### config.mk
export PLATFORM = sky130hd
export DESIGN_NAME = slpgate_ctrl
export DESIGN_NICKNAME = d
export VERILOG_FILES = /design/src/rtl/slpgate_pkg.sv /design/src/rtl/slpgate_seq.sv /design/src/rtl/slpgate_map.sv /design/src/rtl/slpgate_out.sv /design/src/rtl/slpgate_ctrl.sv
export SDC_FILE = /design/constraint.sdc
export NUM_CORES = 1
export LEC_CHECK = 0
export ABC_AREA = 1
export BUFFER_PORTS_ARGS = -buffer_cell sky130_fd_sc_hd__buf_2
export CORE_UTILIZATION = 35
export CTS_BUF_LIST = sky130_fd_sc_hd__clkbuf_8
export DETAILED_ROUTE_END_ITERATION = 16
export PLACE_DENSITY = 0.65
export SYNTH_ARGS = -nofsm -noshare
export SYNTH_HDL_FRONTEND = slang
export SYNTH_HIERARCHICAL = 1
export SYNTH_SLANG_ARGS = --single-unit
### constraint.sdc
create_clock -name clk_i -period 2.3 [get_ports clk_i]
set_input_delay 0 -clock clk_i [delete_from_list [all_inputs] [get_ports clk_i]]
set_output_delay 0 -clock clk_i [all_outputs]
set_load 0.03 [all_outputs]
### src/rtl/slpgate_pkg.sv
package slpgate_pkg;

  localparam int unsigned MODE_SEL_W = 3;

  typedef enum logic [1:0] {
    SM_IDLE  = 2'd0,
    SM_ADCNR = 2'd1,
    SM_PSAVE = 2'd2,
    SM_PDOWN = 2'd3
  } slp_mode_e;

  // Domains a state permits; the per-peripheral masks are applied afterwards.
  typedef struct packed {
    logic cpu;
    logic io;
    logic adc;
    logic main_osc;
    logic slow_osc;
  } keep_t;

  function automatic slp_mode_e decode_mode(input logic [MODE_SEL_W-1:0] sel);
    slp_mode_e m;
    case (sel)
      3'd1:    m = SM_ADCNR;
      3'd2:    m = SM_PDOWN;
      3'd3:    m = SM_PSAVE;
      default: m = SM_IDLE;
    endcase
    return m;
  endfunction

  function automatic logic wake_ok(input slp_mode_e m, input logic ext,
                                   input logic tmr, input logic adc);
    logic tmr_ok;
    logic adc_ok;
    tmr_ok = (m == SM_IDLE) || (m == SM_PSAVE);
    adc_ok = (m == SM_IDLE) || (m == SM_ADCNR);
    return ext | (tmr & tmr_ok) | (adc & adc_ok);
  endfunction

  function automatic keep_t domain_keep(input logic asleep, input slp_mode_e m);
    keep_t k;
    k = '1;
    if (asleep) begin
      case (m)
        SM_IDLE:  k.cpu = 1'b0;
        SM_ADCNR: begin
          k.cpu = 1'b0;
          k.io  = 1'b0;
        end
        SM_PSAVE: begin
          k          = '0;
          k.slow_osc = 1'b1;
        end
        default:  k = '0;
      endcase
    end
    return k;
  endfunction

endpackage

### src/rtl/slpgate_seq.sv
module slpgate_seq
  import slpgate_pkg::*;
(
  input  logic                  clk_i,
  input  logic                  rst_ni,
  input  logic                  sleep_en_i,
  input  logic                  sleep_strobe_i,
  input  logic [MODE_SEL_W-1:0] mode_sel_i,
  input  logic                  wake_ext_i,
  input  logic                  wake_tmr_i,
  input  logic                  wake_adc_i,
  output logic                  asleep_o,
  output slp_mode_e             mode_o,
  output logic                  enter_o,
  output logic                  wake_o
);

  logic      asleep_q;
  slp_mode_e mode_q;

  assign enter_o = !asleep_q && sleep_strobe_i && sleep_en_i;
  assign wake_o  = asleep_q && wake_ok(mode_q, wake_ext_i, wake_tmr_i, wake_adc_i);

  always_ff @(posedge clk_i or negedge rst_ni) begin
    if (!rst_ni) begin
      asleep_q <= 1'b0;
      mode_q   <= SM_IDLE;
    end else if (enter_o) begin
      asleep_q <= 1'b1;
      mode_q   <= decode_mode(mode_sel_i);
    end else if (wake_o) begin
      asleep_q <= 1'b0;
    end
  end

  assign asleep_o = asleep_q;
  assign mode_o   = mode_q;

endmodule

### src/rtl/slpgate_map.sv
module slpgate_map
  import slpgate_pkg::*;
#(
  parameter int unsigned NPERIPH = 5
) (
  input  logic               asleep_i,
  input  slp_mode_e          mode_i,
  input  logic [NPERIPH-1:0] prr_i,
  input  logic               adc_pr_i,
  input  logic               slow_req_i,
  output logic               cpu_d_o,
  output logic [NPERIPH-1:0] io_d_o,
  output logic               adc_d_o,
  output logic               main_d_o,
  output logic               slow_d_o,
  output logic               awake_d_o
);

  keep_t keep;

  assign keep      = domain_keep(asleep_i, mode_i);
  assign cpu_d_o   = keep.cpu;
  assign adc_d_o   = keep.adc & ~adc_pr_i;
  assign main_d_o  = keep.main_osc;
  assign slow_d_o  = keep.slow_osc & slow_req_i;
  assign awake_d_o = ~asleep_i;

  for (genvar g = 0; g < NPERIPH; g++) begin : g_io
    assign io_d_o[g] = keep.io & ~prr_i[g];
  end

endmodule

### src/rtl/slpgate_out.sv
module slpgate_out #(
  parameter int unsigned     W       = 8,
  parameter logic [W-1:0]    RST_VAL = '0
) (
  input  logic         clk_i,
  input  logic         rst_ni,
  input  logic [W-1:0] d_i,
  output logic [W-1:0] q_o
);

  // Falling-edge update: gated clocks are low when an enable moves.
  always_ff @(negedge clk_i or negedge rst_ni) begin
    if (!rst_ni) q_o <= RST_VAL;
    else         q_o <= d_i;
  end

endmodule

### src/rtl/slpgate_ctrl.sv
module slpgate_ctrl
  import slpgate_pkg::*;
#(
  parameter int unsigned NPERIPH = 5
) (
  input  logic                  clk_i,
  input  logic                  rst_ni,
  input  logic                  slow_req_i,
  input  logic                  sleep_en_i,
  input  logic [MODE_SEL_W-1:0] mode_sel_i,
  input  logic                  sleep_strobe_i,
  input  logic [NPERIPH-1:0]    prr_i,
  input  logic                  adc_pr_i,
  input  logic                  wake_ext_i,
  input  logic                  wake_tmr_i,
  input  logic                  wake_adc_i,
  output logic                  cpu_ce_o,
  output logic [NPERIPH-1:0]    io_ce_o,
  output logic                  adc_ce_o,
  output logic                  main_osc_en_o,
  output logic                  slow_osc_en_o,
  output logic                  awake_o
);

  localparam int unsigned GATE_W = NPERIPH + 5;
  localparam logic [GATE_W-1:0] GATE_RST =
    {1'b1, {NPERIPH{1'b1}}, 1'b1, 1'b1, 1'b0, 1'b1};

  logic               asleep_w;
  slp_mode_e          mode_w;
  logic               enter_w;
  logic               wake_w;
  logic               cpu_d, adc_d, main_d, slow_d, awake_d;
  logic [NPERIPH-1:0] io_d;
  logic [GATE_W-1:0]  gate_d, gate_q;

  slpgate_seq u_seq (
    .clk_i          (clk_i),
    .rst_ni         (rst_ni),
    .sleep_en_i     (sleep_en_i),
    .sleep_strobe_i (sleep_strobe_i),
    .mode_sel_i     (mode_sel_i),
    .wake_ext_i     (wake_ext_i),
    .wake_tmr_i     (wake_tmr_i),
    .wake_adc_i     (wake_adc_i),
    .asleep_o       (asleep_w),
    .mode_o         (mode_w),
    .enter_o        (enter_w),
    .wake_o         (wake_w)
  );

  slpgate_map #(.NPERIPH(NPERIPH)) u_map (
    .asleep_i   (asleep_w),
    .mode_i     (mode_w),
    .prr_i      (prr_i),
    .adc_pr_i   (adc_pr_i),
    .slow_req_i (slow_req_i),
    .cpu_d_o    (cpu_d),
    .io_d_o     (io_d),
    .adc_d_o    (adc_d),
    .main_d_o   (main_d),
    .slow_d_o   (slow_d),
    .awake_d_o  (awake_d)
  );

  assign gate_d = {cpu_d, io_d, adc_d, main_d, slow_d, awake_d};

  slpgate_out #(.W(GATE_W), .RST_VAL(GATE_RST)) u_out (
    .clk_i  (clk_i),
    .rst_ni (rst_ni),
    .d_i    (gate_d),
    .q_o    (gate_q)
  );

  assign {cpu_ce_o, io_ce_o, adc_ce_o, main_osc_en_o, slow_osc_en_o, awake_o} = gate_q;

endmodule

==> results of run 1 <==
==> state kept, by name, summed over array words and instances (netlist names) <==
name / count
u_seq/mode_o: 2
u_out/q_o: 10
u_seq/asleep_o: 1
==> through the flow <==
stage | hold slack, ps | std cells | power, W | util (%) | worst slack [ps]
floorplan | -296 | 47 | 0.000354 | - | 404
global placement | -114 | 87 | 0.000386 | 48.2 | 341
detailed placement | -109 | 87 | 0.000388 | 48.2 | 306
CTS | 14.0 | 100 | 0.000619 | 54.7 | 145
global route | 25.4 | 100 | 0.000647 | 54.7 | 124
finish | 16.1 | 100 | 0.000609 | 54.7 | 157
==> power by group <==
part | switching [W] | leakage, nW | internal [W]
Sequential | 0.0000128 | 0.145 | 0.000260
Combinational | 0.0000560 | 0.188 | 0.0000302
Clock | 0.000111 | 0.0738 | 0.000139
==> layout make-up <==
class | count | area, um2
well taps | 15 | 18.8
clock buffers | 3 | 41.3
flip-flops and latches | 13 | 337
multi-input cells | 26 | 115
repair buffers | 27 | 140
fillers | 120 | 589
inverters | 6 | 22.5
clock inverters | 10 | 37.5
==> worst max path at each step <==
| stage | startpoint | end | depth (start not counted) |
|---|---|---|---|
| floorplan | u_seq/asleep_o | u_out/q_o[1] | 3 |
| global placement | u_seq/asleep_o | u_out/q_o[1] | 3 |
| detailed placement | u_seq/asleep_o | u_out/q_o[1] | 3 |
| CTS | u_out/q_o[7] | io_ce_o[3] | 1 |
| global route | u_out/q_o[6] | io_ce_o[2] | 1 |
| finish | u_out/q_o[7] | io_ce_o[3] | 1 |
==> layer usage <==
metal	track usage [%]	up-vias	wire, um
met4	12.9	0	9
li1	-	216	-
met5	0	-	0
met3	4.62	2	78
met2	21.3	24	407
met1	11.4	169	352
==> run summary, run 1 <==
PostCTS Resize Cnt -> 0
Status -> finished clean
H-tree levels -> 1
Initial antenna violation count -> 0
DRT Pass-1 Iters -> 3
Reg-to-Reg Start -> u_seq/asleep_o
Hold depth -> 3
# nets final -> 103
DR vias -> 411
GP Congestion -> 0.650
Cells after Synth -> 47
Syn-to-layout area delta -> 46.6%
Post-route cell area -> 712 um2
Min-Delay Startpoint -> mode_sel_i[1]
Clock root buffer -> clkbuf_8
Cell Area, Synth -> 485 um2
1st-iter DRT viols -> 9
WP buf/inv -> 1
Worst-case reg-to-reg path depth -> 3
CP Class -> reg2out
RSZ-0062 raised after global routing -> false
Synth warn -> 6
Max VDD drop -> 0.340 mV
Io pins -> 27
Crit path max-delay cell type -> dfstp_2
Crit path max fanout -> 1
Row count -> 13
Reg clk slew, reported paths -> 60 ps
Max Buffers Root-to-Sink -> 2
Required time worst endpoint -> 2300 ps
CTS Sinks -> 13
Global-route wire length before repair -> 1.22 mm
Cell family with most CP delay -> flip-flops
Critical path arrival -> 2140 ps
R2r endpoint -> u_out/q_o[1]
Post-route ant nets -> 0
Vias per cell -> 4.11
Area post-placement -> 627 um2
Slew @ Worst Pin -> 263 ps
CTS tree -> built
Hold Buf Count CTS -> 1
Ant. Diodes -> 0
Syn Area/Cell -> 10.3 um2
Layout cell share with drive strength beyond 1 -> 50.6%
Total Wirelength -> 848 um
Crit-path max cell delay -> 500 ps
Worst-Skew Late Latency -> 300 ps
Wire per inst -> 8.48 um
Die area -> 1540 um2
Worst hold endpoint -> u_seq/mode_o[1]
Largest net degree at the start of global routing -> 14
Final Max Slew Viols -> 0
Crit path cell chain -> buf_2
Total negative slack -> 0 ps
Max-Cap Viols -> 0
Worst hold path class -> in2reg
Number of global-route vias before repair -> 361
Die span in y -> 39.2 um
Crit. End Element -> output port
Hold Fails Final Rpt -> 0
Slew headroom -> 82.5%
Leakage -> 0.407 nW
Pwr/cell area -> 855 nW/um2
Chip Width -> 39.2 um
Post-CTS setup buffer count -> 0
Commonest non-fill, non-tap cell in the layout -> buf_2
Total GRT Usage -> 12.8%
R2r setup slk -> 340 ps
Starting density of the core -> 37.3%
Post-DP HPWL -> 697 um
Number of buffers created by CTS -> 3
Port-buffer cells -> 26
Most frequent cells in the layout -> buf_2, inv_1, nand2_1
Core footprint -> 1300 um2
Endpoints failing setup -> 0
Post-synth net total -> 64
DRC -> 0
Grt total ovfl -> 0
Skew final -> 67.6 ps
CP Launch Type -> flip-flop
Power figures use the tool's default switching activity.
==> run 2, diff against run 1 <==
Settings changed: PLACE_DENSITY 0.65 to 0.62.
==> run summary, run 2 (synthesis results as in run 1) <==
Status -> finished clean
GP Congestion -> 0.717
Worst Hold Slack -> 14.1 ps
Total Wirelength -> 860 um
CP Class -> reg2out
Total negative slack -> 0 ps
CTS Sinks -> 13
DR vias -> 421
Max FFs per register -> 10
Number of buffers created by CTS -> 3
Critical path arrival -> 2150 ps
Die area -> 1540 um2
Port-buffer cells -> 26
Slew @ Worst Pin -> 265 ps
Worst hold path class -> in2reg
Fill count -> 131
WP buf/inv -> 1
Die span in y -> 39.2 um
Post-DP HPWL -> 632 um
Worst hold endpoint -> u_seq/mode_o[0]
Hold depth -> 4
Post-layout utilization of the core -> 54.7%
Min-Delay Startpoint -> mode_sel_i[2]
Max VDD drop -> 0.396 mV
Skew final -> 74.9 ps
Post-route ant nets -> 0
# nets final -> 103
CTS tree -> built
Chip Width -> 39.2 um
Reg clk slew, reported paths -> 60 ps
Commonest non-fill, non-tap cell in the layout -> buf_2
Required time worst endpoint -> 2300 ps
1st-iter DRT viols -> 4
Reg-to-Reg Start -> u_seq/asleep_o
Most frequent cells in the layout -> buf_2, inv_1, nand2_1
Ant. Diodes -> 0
DRT Pass-1 Iters -> 2
Overall power -> 0.000609 W
Leakage -> 0.408 nW
Starting density of the core -> 37.3%
H-tree levels -> 1
Wire per inst -> 8.60 um
Endpoints failing setup -> 0
Hold Buf Count CTS -> 1
Number of global-route vias before repair -> 398
Most flops, register -> u_out/q_o
Post-CTS setup buffer count -> 0
Total GRT Usage -> 14.7%
Crit path cell chain -> buf_2
Max-Cap Viols -> 0
Pwr/cell area -> 855 nW/um2
Slew headroom -> 82.3%
Levels on crit path -> 1
RSZ-0062 raised after global routing -> false
R2r endpoint -> u_out/q_o[1]
Io pins -> 27
Hold Fails Final Rpt -> 0
Worst-case reg-to-reg path depth -> 3
Grt total ovfl -> 0
Largest net degree at the start of global routing -> 14
Vias per cell -> 4.21
Initial antenna violation count -> 0
Clock root buffer -> clkbuf_8
Final Max Slew Viols -> 0
Global-route wire length before repair -> 1.46 mm
Crit-path max cell delay -> 510 ps
Cell family with most CP delay -> flip-flops
Worst-Skew Late Latency -> 310 ps
CP Launch Type -> flip-flop
DRC -> 0
R2r setup slk -> 330 ps
Core footprint -> 1300 um2
Row count -> 13
Crit path max-delay cell type -> dfstp_2
Syn-to-layout area delta -> 46.6%
Max Buffers Root-to-Sink -> 2
PostCTS Resize Cnt -> 0
Crit path max fanout -> 1
Crit. End Element -> output port
Layout cell share with drive strength beyond 1 -> 49.4%
[run 2: final cells by class]
| cell class | count | area, um2 | share of cell area (%) |
|---|---|---|---|
| multi-input cells | 26 | 115 | 16.2 |
| inverters | 6 | 22.5 | 3.16 |
| repair buffers | 27 | 140 | 19.7 |
| well taps | 15 | 18.8 | 2.64 |
| flip-flops and latches | 13 | 337 | 47.3 |
| clock inverters | 10 | 37.5 | 5.27 |
| clock buffers | 3 | 41.3 | 5.80 |
[run 2: worst max-delay path by stage]
| stage | startpoint | end | slack [ps] |
|---|---|---|---|
| global placement | u_seq/asleep_o | u_out/q_o[1] | 360 |
| finish | u_out/q_o[6] | io_ce_o[2] | 150 |
| global route | u_out/q_o[6] | io_ce_o[2] | 100 |
| CTS | u_out/q_o[3] | adc_ce_o | 150 |
| floorplan | u_seq/asleep_o | u_out/q_o[1] | 400 |
| detailed placement | u_seq/asleep_o | u_out/q_o[6] | 320 |
[run 2: stage by stage]
step	instance area [um2]	std cells	setup slack, ps
floorplan	485	47	404
global placement	627	87	359
detailed placement	627	87	319
CTS	712	100	147
global route	712	100	99.7
finish	712	100	151
[run 2: routing by layer]
metal	vias to the layer above	share of wire [%]	wire length [um]	global-route usage (%)
li1	217	-	-	-
met1	182	42	364	16.4
met2	18	48	416	24.6
met3	4	6.2	53	1.73
met4	0	3.0	26	12.1
met5	-	0	0	0
[run 2: where the power goes]
part	total [W]	internal [W]	switching [W]
Sequential	0.000272	0.000259	0.0000123
Clock	0.000250	0.000139	0.000112
Combinational	0.0000869	0.0000302	0.0000568
